### src/rtl/evtimer_pkg.sv
`timescale 1ns/1ps
package evtimer_pkg;
  // strobes from the control section to the datapath
  typedef struct packed {
    logic tick;     // instruction boundary edge
    logic load;     // processor load at this boundary
    logic psStep;   // advance the prescaler
    logic psClear;  // reset the prescaler
    logic incr;     // advance the counter
  } tmrStrobe_t;
endpackage

### src/rtl/evtimer_ctrl.sv
`timescale 1ns/1ps
module evtimer_ctrl
  import evtimer_pkg::*;
#(
  parameter int SYNC_STAGES = 2,
  parameter int DELAY_TICKS = 2
) (
  input  logic       clk,
  input  logic       rstN,
  input  logic [1:0] phase,
  input  logic       extPin,
  input  logic       srcExt,
  input  logic       edgeFall,
  input  logic       psBypass,
  input  logic       wrEn,
  input  logic       psBit,
  output tmrStrobe_t strobe
);
  localparam int SL_W = $clog2(DELAY_TICKS + 1) + 1;

  logic [SYNC_STAGES-1:0] syncPipe;
  logic                   prevLvl;
  logic                   sampReg;
  logic                   accum;
  logic [DELAY_TICKS-1:0] dly;
  logic                   extLvl, extEdge, tick, sampleEn, chosenLvl;
  logic                   samplePulse, rawPulse, load, dlyIn;

  assign tick     = (phase == 2'd3);
  assign sampleEn = (phase == 2'd0) || (phase == 2'd2);
  assign load     = tick & wrEn;

  // pin synchroniser, then polarity so the active edge is always a rise
  always_ff @(posedge clk) begin
    if (!rstN) syncPipe <= '0;
    else       syncPipe <= {syncPipe[SYNC_STAGES-2:0], extPin};
  end

  assign extLvl  = syncPipe[SYNC_STAGES-1] ^ edgeFall;
  assign extEdge = extLvl & ~prevLvl;

  always_ff @(posedge clk) begin
    if (!rstN) prevLvl <= 1'b0;
    else       prevLvl <= extLvl;
  end

  // level sampled twice per instruction cycle
  assign chosenLvl   = psBypass ? extLvl : psBit;
  assign samplePulse = sampleEn & chosenLvl & ~sampReg;
  assign rawPulse    = (srcExt || !psBypass) ? samplePulse : tick;

  always_ff @(posedge clk) begin
    if (!rstN)         sampReg <= 1'b0;
    else if (sampleEn) sampReg <= chosenLvl;
  end

  // collect at most one request per instruction cycle
  always_ff @(posedge clk) begin
    if (!rstN)         accum <= 1'b0;
    else if (tick)     accum <= 1'b0;
    else if (rawPulse) accum <= 1'b1;
  end

  assign dlyIn = accum | rawPulse;

  // delay line advanced at boundaries, emptied by a load
  generate
    if (DELAY_TICKS == 1) begin : g_dly1
      always_ff @(posedge clk) begin
        if (!rstN)     dly <= '0;
        else if (tick) dly <= load ? '0 : dlyIn;
      end
    end else begin : g_dlyN
      always_ff @(posedge clk) begin
        if (!rstN)     dly <= '0;
        else if (tick) dly <= load ? '0 : {dly[DELAY_TICKS-2:0], dlyIn};
      end
    end
  endgenerate

  always_comb begin
    strobe.tick    = tick;
    strobe.load    = load;
    strobe.psStep  = ~psBypass & (srcExt ? extEdge : tick);
    strobe.psClear = load & ~psBypass;
    strobe.incr    = tick & dly[DELAY_TICKS-1] & ~load;
  end

  // boundaries since the last load, saturating, for the blanking check
  logic [SL_W-1:0] sinceLoad;
  always_ff @(posedge clk) begin
    if (!rstN) sinceLoad <= '0;
    else if (tick) begin
      if (load) sinceLoad <= '0;
      else if (sinceLoad < SL_W'(DELAY_TICKS)) sinceLoad <= sinceLoad + 1'b1;
    end
  end

  p_blank_r5: assert property (@(posedge clk) disable iff (!rstN)
    strobe.incr |-> (sinceLoad >= SL_W'(DELAY_TICKS)));

  p_incr_boundary_r2: assert property (@(posedge clk) disable iff (!rstN)
    (phase != 2'd3) |-> !strobe.incr);
endmodule

### src/rtl/evtimer_dp.sv
`timescale 1ns/1ps
module evtimer_dp
  import evtimer_pkg::*;
#(
  parameter int CNT_W = 8,
  parameter int PS_W  = 8
) (
  input  logic                    clk,
  input  logic                    rstN,
  input  tmrStrobe_t              strobe,
  input  logic [$clog2(PS_W)-1:0] psSel,
  input  logic [CNT_W-1:0]        wrData,
  output logic [CNT_W-1:0]        cnt,
  output logic                    psBit
);
  logic [PS_W-1:0] ps;

  always_ff @(posedge clk) begin
    if (!rstN)            cnt <= '0;
    else if (strobe.load) cnt <= wrData;
    else if (strobe.incr) cnt <= cnt + 1'b1;
  end

  always_ff @(posedge clk) begin
    if (!rstN)               ps <= '0;
    else if (strobe.psClear) ps <= '0;
    else if (strobe.psStep)  ps <= ps + 1'b1;
  end

  // tap k toggles every 2^k steps, one rise per 2^(k+1) steps
  assign psBit = ps[psSel];

  p_quiet_r2: assert property (@(posedge clk) disable iff (!rstN)
    !strobe.tick |=> $stable(cnt));

  p_wrap_r3: assert property (@(posedge clk) disable iff (!rstN)
    (strobe.incr && !strobe.load && cnt == {CNT_W{1'b1}}) |=> (cnt == '0));

  p_load_r4: assert property (@(posedge clk) disable iff (!rstN)
    strobe.load |=> (cnt == $past(wrData)));

  p_psclear_r7: assert property (@(posedge clk) disable iff (!rstN)
    strobe.psClear |=> (ps == '0));
endmodule

### src/rtl/event_timer.sv
`timescale 1ns/1ps
module event_timer
  import evtimer_pkg::*;
#(
  parameter int CNT_W       = 8,
  parameter int PS_W        = 8,
  parameter int SYNC_STAGES = 2,
  parameter int DELAY_TICKS = 2,
  localparam int SEL_W      = $clog2(PS_W)
) (
  input  logic             clk,
  input  logic             rstN,
  input  logic [1:0]       phase,
  input  logic             extPin,
  input  logic             srcExt,
  input  logic             edgeFall,
  input  logic             psBypass,
  input  logic [SEL_W-1:0] psSel,
  input  logic             wrEn,
  input  logic [CNT_W-1:0] wrData,
  output logic [CNT_W-1:0] rdData
);
  tmrStrobe_t strobe;
  logic       psBit;

  evtimer_ctrl #(
    .SYNC_STAGES(SYNC_STAGES),
    .DELAY_TICKS(DELAY_TICKS)
  ) i_ctrl (
    .clk(clk), .rstN(rstN), .phase(phase), .extPin(extPin),
    .srcExt(srcExt), .edgeFall(edgeFall), .psBypass(psBypass),
    .wrEn(wrEn), .psBit(psBit), .strobe(strobe)
  );

  evtimer_dp #(
    .CNT_W(CNT_W),
    .PS_W(PS_W)
  ) i_dp (
    .clk(clk), .rstN(rstN), .strobe(strobe), .psSel(psSel),
    .wrData(wrData), .cnt(rdData), .psBit(psBit)
  );
endmodule

### config.mk
export PLATFORM = sky130hd
export DESIGN_NAME = event_timer
export DESIGN_NICKNAME = d
export VERILOG_FILES = /design/src/rtl/evtimer_pkg.sv /design/src/rtl/evtimer_ctrl.sv /design/src/rtl/evtimer_dp.sv /design/src/rtl/event_timer.sv
export SDC_FILE = /design/constraint.sdc
export NUM_CORES = 1
export LEC_CHECK = 0
export BUFFER_PORTS_ARGS = -buffer_cell sky130_fd_sc_hd__clkbuf_2
export CAP_MARGIN = 20
export CORE_UTILIZATION = 32
export CTS_CLUSTER_SIZE = 30
export DETAILED_ROUTE_END_ITERATION = 10
export PLACE_DENSITY = 0.58
export SYNTH_ARGS = -nofsm -noshare
export SYNTH_HDL_FRONTEND = slang
export SYNTH_SLANG_ARGS = --single-unit
### constraint.sdc
create_clock -name clk -period 1.3 [get_ports clk]
set_input_delay 0 -clock clk [delete_from_list [all_inputs] [get_ports clk]]
set_output_delay 0 -clock clk [all_outputs]
set_load 0.02 [all_outputs]
==> metrics.txt, run 1 <==
status finished with violations; failing checks setup timing; Detailed Routing Iterations Pass 1 4; PortBufs 27; Clk Latency, worst-skew pair 0.32 ns; RSZ-0062 raised after global routing true; Hold EP i_ctrl.sampReg; Initial Util 0.3432; max-slew violations 0; Worst slew margin 0.7856; FF-to-FF setup slack -0.10 ns; final period utilization 1.079; vias in the first global route 1101; sequential cell area fraction in the yosys report 0.3927; r2r startpoint i_ctrl.syncPipe[1]; cell internal pwr 0.9922 mW; startpoint class of the critical path flip-flop; IO Pins 28; Tmin final 1.402 ns; top cell type's share of synthesized area 0.3927; largest net degree at the start of global routing 17; CP Data Required Time 1.56 ns; core area 3416 sq um; Max Cap Viol 0; first-pass GRT wire length 4.968 mm; WS Path Type flip-flop to flip-flop; Synth Cell Area 1172 sq um; synthesized flop and latch total 23; Core Util, Final 0.5201; Clock Power Share 0.257; Routed Wire Length 3.160 mm; WHS Path Cells 4; reg2reg end i_dp.ps[4]; DP Wirelength 2.014 mm; setup TNS -0.4905 ns; WL/cell 13.06 um; area leader, netlist dfxtp_1; R2R cell count 5; critical path arrival 1.66 ns; Psw 0.3817 mW; # clock sinks 23; Num CTS Buffers 3; vias 1218; initial antenna violation count 0; CTS root buffer clkbuf_4; Flop pwr share 0.543; GP Congestion 0.7781; critical path endpoint category flip-flop; Gate Count Post-Synth 137; CTS H-tree depth 1; ANT cells 0; Worst Tran Pin Value 0.3208 ns; worst ir drop on vdd 0.3790 mV; share of layout cells above drive strength 1 0.4592; DR iter-0 viols 44; HP Class input port to flip-flop; Mapped Avg Cell Area 8.557 sq um; Fin Hold WS 0.07431 ns; Logic pwr share 0.200; layout overhead on the synthesized area 51.55%; ranking of synthesized cells by area dfxtp_1 39%, a21oi_1 6.8%, o21ai_0 6.4%, xnor2_1 3.7%, nand3_1 3.0%; die area 3910 sq um; skew final 0.01068 ns; Post-DRT Antenna Nets 0; total global routing overflow 0; # nets final 219; post-synthesis net count 159; LEAKAGE 0.7187 nW; library cells used by synthesis 39; setup violators final 9; die width 62.53 um; row cnt 21; Total GRT Usage 0.1615; count of final hold-check violations 0; f_max 0.7132 GHz; CTS tree done; Yosys warnings 0; Die Y 62.53 um; hold path start phase[0]; final setup margin -0.1022 ns; vias per inst 5.033; pwr dens 773.3 nW/um^2; # DRC 0; Sw Share 0.2778; critical path peak fanout 7; Max Root-Sink Buffers 2; clk slew on worst S/H paths 0.14 ns
==> synth_stat cells (all sizes together) <==
library cell and number:
dfxtp 23, a21oi 16, o21ai 16, nor2 9
nand2 8, nand3 7, and2 6, inv 6
or3 6, xnor2 5, clkbuf 4, nor3 3
ha 2, mux2 2, nor2b 2, nor3b 2
xor2 2, a2111oi 1, a211o 1, a21boi 1
a221oi 1, a22oi 1, a31oi 1, and3 1
and4 1, and4bb 1, buf 1, mux2i 1
mux4 1, nand4 1, nor4 1, o211a 1
o221a 1, o31a 1, o31ai 1
==> logic make-up (layout without fill, tap and decap cells) <==
group           after synthesis  count (layout)  share of synthesized area
compound gates               42              42                     0.2145
fa+ha+maj                     2               2                    0.02134
mux                           4               4                    0.04696
xor+xnor                      7               7                    0.05870
flops                        23              23                     0.3927
buf+inv                      11              70                    0.04162
simple gates                 48              48                     0.2241
==> worst max path at each step <==
stage	from	endpoint	depth (start not counted)
after detailed placement	i_ctrl.syncPipe[1]	i_dp.ps[5]	4
after global routing	i_ctrl.syncPipe[1]	i_dp.ps[1]	6
after CTS	i_ctrl.syncPipe[1]	i_dp.ps[2]	5
after global placement	i_ctrl.syncPipe[1]	i_dp.ps[3]	4
after floorplan	i_dp.ps[0]	i_ctrl.accum	4
final	i_ctrl.syncPipe[1]	i_dp.ps[4]	5
==> worst max-delay path, cell delays in order, from the launching register on <==
cell and delay, ns:
dfxtp_2 0.35, xor2_2 0.21, a31oi_4 0.18, buf_4 0.17
or3_4 0.32, a21oi_2 0.11
==> power by group through the flow <==
stage	registers (mW)	logic [mW]	clock network [mW]
2_1_floorplan	0.777	0.0945	0
3_3_place_gp	0.763	0.203	0
3_5_place_dp	0.765	0.206	0
4_1_cts	0.746	0.252	0.358
5_1_grt	0.749	0.298	0.395
6_report	0.746	0.275	0.354
==> metal layers <==
metal	global-route usage	part of all wire
met5	0	0
met1	0.1890	0.43
met3	0.03650	0.038
met4	0.05523	0.017
met2	0.2867	0.52
==> metrics by stage <==
step	setup WS (ns)	cells	area, sq um	power [mW]
final	-0.1022	242	1777	1.374
after global routing	-0.1434	242	1777	1.443
after CTS	-0.07270	239	1692	1.357
after detailed placement	-0.1290	220	1468	0.9708
after global placement	-0.08985	220	1468	0.9664
after floorplan	-0.01709	137	1189	0.8719
==> flip-flops by register name, summed over array words and instances (netlist names) <==
name,flops
i_dp.ps,8
i_dp.cnt,8
i_ctrl.prevLvl,1
i_ctrl.syncPipe,2
i_ctrl.dly,2
i_ctrl.accum,1
i_ctrl.sampReg,1
==> timing repair <==
action | in CTS | in global routing
setup endpoints to repair | 8 | 11
gates resized for setup | 19 | 18
pin swaps | 5 | 13
endpoints found under the hold margin | 6 | 0
buffers inserted | 9 | 3
hold buffers | 6 | 0
==> layout by cell type, fill, tap and decap left out, types with 3 or more instances in the layout <==
cell type,netlist,final
dfxtp_1,23,14
xnor2_1,5,5
nand3_1,7,6
and2_1,5,5
clkbuf_4,0,3
buf_4,0,20
dlygate4sd3_1,0,6
nand2_1,8,8
clkbuf_2,0,27
or3_4,0,5
a21oi_2,0,5
nor2_1,9,9
inv_1,6,6
nor3_1,3,3
a21oi_1,16,11
dfxtp_2,0,7
o21ai_0,15,14
buf_6,1,7
==> layout make-up <==
class,count,area [sq um]
Inverter,6,22.52
Clock buffer,4,26.28
Multi-Input combinational cell,103,769.5
Tap cell,46,57.56
Sequential cell,23,476.7
Fill cell,330,1639
Timing Repair Buffer,60,424.2
Note: power is estimated with default switching activity, not from simulation.
==> inputs of run 2 (changes only) <==
- ABC_AREA: default -> 1
- PLACE_DENSITY: 0.58 -> 0.57
==> run 2 against run 1 <==
  * The flow now finishes without violations
  * Cell count grew 9.5%
  * Global-route usage shrank 1.8 points
  * Sequential power grew 0.8%
  * Clock skew shrank 0.0043 ns
  * Core utilization shrank 11 points
  * Critical path depth grew 1
  * Via count grew 0.16%
  * Die area grew 16%
  * Fmax grew 16%
  * Synthesized cell count grew 34%
  * Critical path type unchanged
  * Largest power group unchanged
==> metrics.txt, run 2 <==
status complete, no violations; r2r startpoint i_dp.ps[2]; Detailed Routing Iterations Pass 1 4 (unchanged); pwr dens 876.1 nW/um^2 (+13%); Die Y 67.23 um (+7.5%); skew final 0.006383 ns (-0.004299 ns); IO Pins 28 (unchanged); Worst slew margin 0.8430 (+0.05742); number of flops mapped to enable cells by yosys 0 (unchanged); most frequent cells after synthesis 43 x nand2_1, 23 x dfxtp_1, 23 x inv_1, 18 x a21oi_1, 15 x nand3_1; synthesized flop and latch total 23 (unchanged); CTS H-tree depth 1 (unchanged); critical path endpoint category flip-flop; # clock sinks 23 (unchanged); LEAKAGE 0.7218 nW (+0.43%); Mapped Avg Cell Area 7.439 sq um (-13%); largest net degree at the start of global routing 15 (-2); setup violators final 0 (-9); row cnt 23 (+9.5%); vias 1220 (+0.16%); hold path start wrData[5]; Post-synth ARST share 0 (unchanged); sequential cell area fraction in the yosys report 0.3382 (-0.05451); die area 4519 sq um (+16%); top cell type's share of synthesized area 0.3382 (-0.05451); DP Wirelength 2.165 mm (+7.5%); library cells used by synthesis 35 (-10%); Clk Latency, worst-skew pair 0.27 ns (-0.05 ns); most frequent cells in the layout 43 x nand2_1, 27 x clkbuf_2, 23 x inv_1; share of layout cells above drive strength 1 0.3023 (-0.1569); Gate Count Post-Synth 183 (+34%); Post-DRT Antenna Nets 0 (unchanged); ranking of synthesized cells by area dfxtp_1 34%, nand2_1 12%, a21oi_1 6.6%, inv_1 6.3%, nand3_1 5.5%; Num CTS Buffers 3 (unchanged); WS Path Type flip-flop to flip-flop; vias per inst 4.604 (-8.5%); WL/cell 10.94 um (-16%); die width 67.23 um (+7.5%); post-synthesis net count 205 (+29%); Post-DP Area 1541 sq um (+5.0%); Max Root-Sink Buffers 2 (unchanged); Tmin final 1.213 ns (-0.1894 ns); Fin Hold WS 0.01178 ns (-0.06253 ns); Largest regs i_dp.cnt (8), i_dp.ps (8); ANT cells 0 (unchanged); vias in the first global route 1164 (+5.7%); area leader, netlist dfxtp_1; Initial Util 0.3379 (-0.005335); DR iter-0 viols 72 (+64%); Synth Flop Type dfxtp_1; post-route cell area 1645 sq um (-7.4%); initial antenna violation count 0 (unchanged); count leader, synth nand2_1; Total GRT Usage 0.1431 (-0.01842); CP Data Required Time 1.50 ns (-0.06 ns); Overall Power 1.441 mW (+4.9%); # nets final 238 (+8.7%); core area 4029 sq um (+18%); first-pass GRT wire length 4.899 mm (-1.4%); layout overhead on the synthesized area 20.86%; CTS tree done; startpoint class of the critical path flip-flop; total global routing overflow 0 (unchanged); worst ir drop on vdd 0.5383 mV (+42%); GP Congestion 0.8460 (+8.7%); Max Cap Viol 0 (unchanged); commonest non-fill, non-tap cell in the layout nand2_1; critical path arrival 1.41 ns (-0.25 ns); # DRC 0 (unchanged); PortBufs 27 (unchanged); CP Launch Point i_dp.ps[2]; clk slew on worst S/H paths 0.09 ns (-0.05 ns); count of final hold-check violations 0 (unchanged); max-slew violations 0 (unchanged); critical path peak fanout 4 (-3); f_max 0.8246 GHz (+16%); Worst Tran Pin Value 0.2337 ns (-0.08711 ns); final period utilization 0.9329 (-0.1457); Routed Wire Length 2.898 mm (-8.3%); HP Class input port to flip-flop; Synth Cell Area 1361 sq um (+16%); Yosys warnings 0 (unchanged); CTS root buffer clkbuf_8
==> run 2: cell types whose count changed after synthesis, sizes merged, moves of 5 or more <==
| cell | before | now |
|---|---|---|
| and2 | 6 | 0 |
| nand2 | 8 | 46 |
| or3 | 6 | 0 |
| nand3 | 7 | 16 |
| nor3 | 3 | 8 |
| o21ai | 16 | 9 |
| inv | 6 | 26 |
| nor2 | 9 | 14 |
==> run 2: kinds of logic after synthesis <==
group,share of synthesized area
DFF,0.3382
xor gates and xnor gates,0.04413
and+or+nand+nor,0.3346
adders and majority gates,0.01838
AOI/OAI and AO/OA,0.1719
buffers and inverters,0.09282
==> run 2: metal layers <==
layer	global-route usage	wire [um]	share of wire
met4	0.04787	27	0.0093
met2	0.2400	1383	0.48
met5	0	0	0
met3	0.03716	83	0.029
met1	0.1759	1403	0.48
==> run 2: worst paths after layout <==
path,cells after the start,endpoint,slack [ns]
worst max-delay path,6,i_dp.ps[3],0.09
worst max register to register,6,i_dp.ps[3],0.09
worst min-delay path,3,i_dp.cnt[5],0.01
worst min register to register,2,i_ctrl.syncPipe[1],0.42
==> run 2: area by class of cell <==
class / count / area [sq um]
inverter: 27 / 106.4
tap: 50 / 62.56
sequential: 23 / 470.5
fill: 430 / 2384
clock buffer: 3 / 41.29
clock inverter: 1 / 7.507
timing repair buffer: 30 / 162.7
multi-input combinational: 131 / 794.5
==> run 2: timing repair <==
item | 4_1_cts | 5_1_grt
gates resized for setup | 0 | 9
hold endpoints to repair | 2 | 0
endpoints found under the setup margin | 0 | 5
hold buffers | 2 | 0
buffers inserted | 0 | 1
==> run 2: report_power, final <==
group | internal, mW | switching (mW) | total (mW) | leakage (nW)
sequential | 0.730 | 0.0222 | 0.752 | 0.190
clock | 0.217 | 0.247 | 0.464 | 0.0217
combinational | 0.0869 | 0.138 | 0.225 | 0.510
==> run 2: critical path, stage by stage, from the launching register on <==
cell and delay, ns:
dfxtp_2 0.36, inv_1 0.11, nor3_2 0.22, buf_4 0.14
xor2_1 0.15, nand2_1 0.07, a21oi_1 0.11
==> run 2: metrics by stage <==
stage | util | setup slack [ns] | instances | TNS (ns)
floorplan | - | 0.07986 | 183 | 0
global placement | 0.3826 | 0.07766 | 258 | 0
detailed placement | 0.3826 | 0.04289 | 258 | 0
CTS | 0.3997 | 0.02607 | 264 | 0
global route | 0.4084 | -0.02276 | 265 | -0.03369
finish | 0.4084 | 0.08724 | 265 | 0
==> inputs of run 3 (changes only) <==
- RECOVER_POWER: default -> 50
==> run 3 against run 2 <==
  * Non-clock buffer count is the same
  * First-iteration DRC count down 1.4%
  * Clock skew about the same
  * Count of clock-buffer cells in the layout unchanged
  * Critical path type unchanged
  * Critical endpoint unchanged
==> metrics.txt, run 3 (synthesis results as in run 2) <==
crit-path cells inv_1, nor3_2, buf_4, xor2_1, nand2_1, a21oi_1; Tmin final 1.213 ns (-0.00001860 ns); R2R cell count 6 (unchanged); CTS tree done; row cnt 23 (unchanged); Total GRT Usage 0.1431 (unchanged); WL/cell 10.93 um (about the same); largest net degree at the start of global routing 15 (unchanged); setup TNS 0 ns (unchanged); post-route cell area 1640 sq um (-0.30%); Routed Wire Length 2.896 mm (about the same); max layer used met4; Worst slew margin 0.8180 (-0.02498); total global routing overflow 0 (unchanged); Post-DP Area 1541 sq um (unchanged); footprint of the multi-input gates 794.5 sq um (unchanged); die area 4519 sq um (unchanged); Initial Util 0.3379 (unchanged); first-pass GRT wire length 4.899 mm (unchanged); Largest regs i_dp.cnt (8), i_dp.ps (8); CP max-delay cell dfxtp_2; met3 WL post-DR 88 um (+6.0%); # clock sinks 23 (unchanged); number of fillers in the final layout 430 (unchanged); final period utilization 0.9329 (about the same); pwr dens 877.7 nW/um^2 (+0.19%); met1 WL 1.398 mm (-0.36%); count of final hold-check violations 0 (unchanged); Overall Power 1.440 mW (-0.12%); # DRC 0 (unchanged); setup violators final 0 (unchanged); CP Launch Point i_dp.ps[2]; kind of cell adding the most delay to the critical path flip-flops; met2 WL post-DR 1.381 mm (-0.14%); dpl ws 0.04289 ns (unchanged); skew final 0.006445 ns (+0.00006139 ns); vias per inst 4.611 (+0.16%); Die Y 67.23 um (unchanged); vias in the first global route 1164 (unchanged); DR iter-0 viols 71 (-1.4%); commonest non-fill, non-tap cell in the layout nand2_1; WS Path Type flip-flop to flip-flop; share of layout cells above drive strength 1 0.2837 (-0.01860); worst ir drop on vdd 0.5384 mV (about the same); Post-DRT Antenna Nets 0 (unchanged); Fin Hold WS 0.01183 ns (+0.00005160 ns); Num CTS Buffers 3 (unchanged); PortBufs 27 (unchanged); core area 4029 sq um (unchanged); Clk Latency, worst-skew pair 0.27 ns (about the same); placed cell count 258 (unchanged); CP Data Required Time 1.50 ns (about the same); DP Wirelength 2.165 mm (unchanged); # nets final 238 (unchanged); slowest cell delay on critical path 0.36 ns (about the same); status complete, no violations; Register Area 470.5 sq um (unchanged); Final Non-Filler Cells 265 (unchanged); max-slew violations 0 (unchanged); startpoint class of the critical path flip-flop; CTS root buffer clkbuf_8; Detailed Routing Iterations Pass 1 4 (unchanged); layout overhead on the synthesized area 20.50%; LEAKAGE 0.7083 nW (-1.9%); critical path endpoint category flip-flop; f_max 0.8246 GHz (about the same); GP Congestion 0.8460 (unchanged); Hold EP i_dp.cnt[5]; critical path peak fanout 4 (unchanged); IO Pins 28 (unchanged); final setup margin 0.08726 ns (+0.00001860 ns); r2r startpoint i_dp.ps[2]; clk slew on worst S/H paths 0.09 ns (about the same); WHS Path Cells 3 (unchanged); reg2reg end i_dp.ps[3]; Worst path depth 6 (unchanged); initial antenna violation count 0 (unchanged); CTS H-tree depth 1 (unchanged); HP Class input port to flip-flop; critical path arrival 1.41 ns (about the same); Worst Tran Pin Value 0.2741 ns (+0.04040 ns); most frequent cells in the layout 43 x nand2_1, 23 x inv_1, 23 x clkbuf_2; Worst Path Buf+Inv 2 (unchanged); vias 1222 (+0.16%); Core Util, Final 0.4071 (-0.001242); die width 67.23 um (unchanged); FF-to-FF setup slack 0.09 ns (about the same); ANT cells 0 (unchanged); Max Root-Sink Buffers 2 (unchanged); Max Cap Viol 0 (unchanged); hold path start wrData[5]
==> run 3: how the worst max path moves through the flow <==
stage                        to  slack [ns]
floorplan           i_dp.cnt[6]        0.08
global placement     i_dp.ps[6]        0.08
detailed placement   i_dp.ps[6]        0.04
CTS                  i_dp.ps[6]        0.03
global route        i_dp.cnt[6]       -0.02
finish               i_dp.ps[3]        0.09
==> run 3: final cells by class <==
class | count | share of cell area
tap | 50 | 0.03814
multi-input combinational | 131 | 0.4844
inverter | 27 | 0.06484
timing repair buffer | 30 | 0.09611
sequential | 23 | 0.2868
clock inverter | 1 | 0.004577
clock buffer | 3 | 0.02517
==> run 3: timing repair <==
item	CTS	global route
gates resized for setup	0	9
endpoints found under the hold margin	2	0
buffers inserted	0	1
hold buffers	2	0
endpoints found under the setup margin	0	5
==> run 3: layer usage <==
metal / up-vias / track usage
met4: 0 / 0.04787
met5: - / 0
met3: 2 / 0.03716
met1: 538 / 0.1759
met2: 17 / 0.2400
li1: 665 / -
==> run 3: tightest hold or removal path, cell delays in order <==
cell	delay, ns
clkbuf_2	0.08
a21oi_1	0.05
a21oi_1	0.12
==> run 3: power by group <==
group | internal [mW] | switching (mW)
sequential | 0.730 | 0.0221
combinational | 0.0856 | 0.138
clock | 0.217 | 0.247
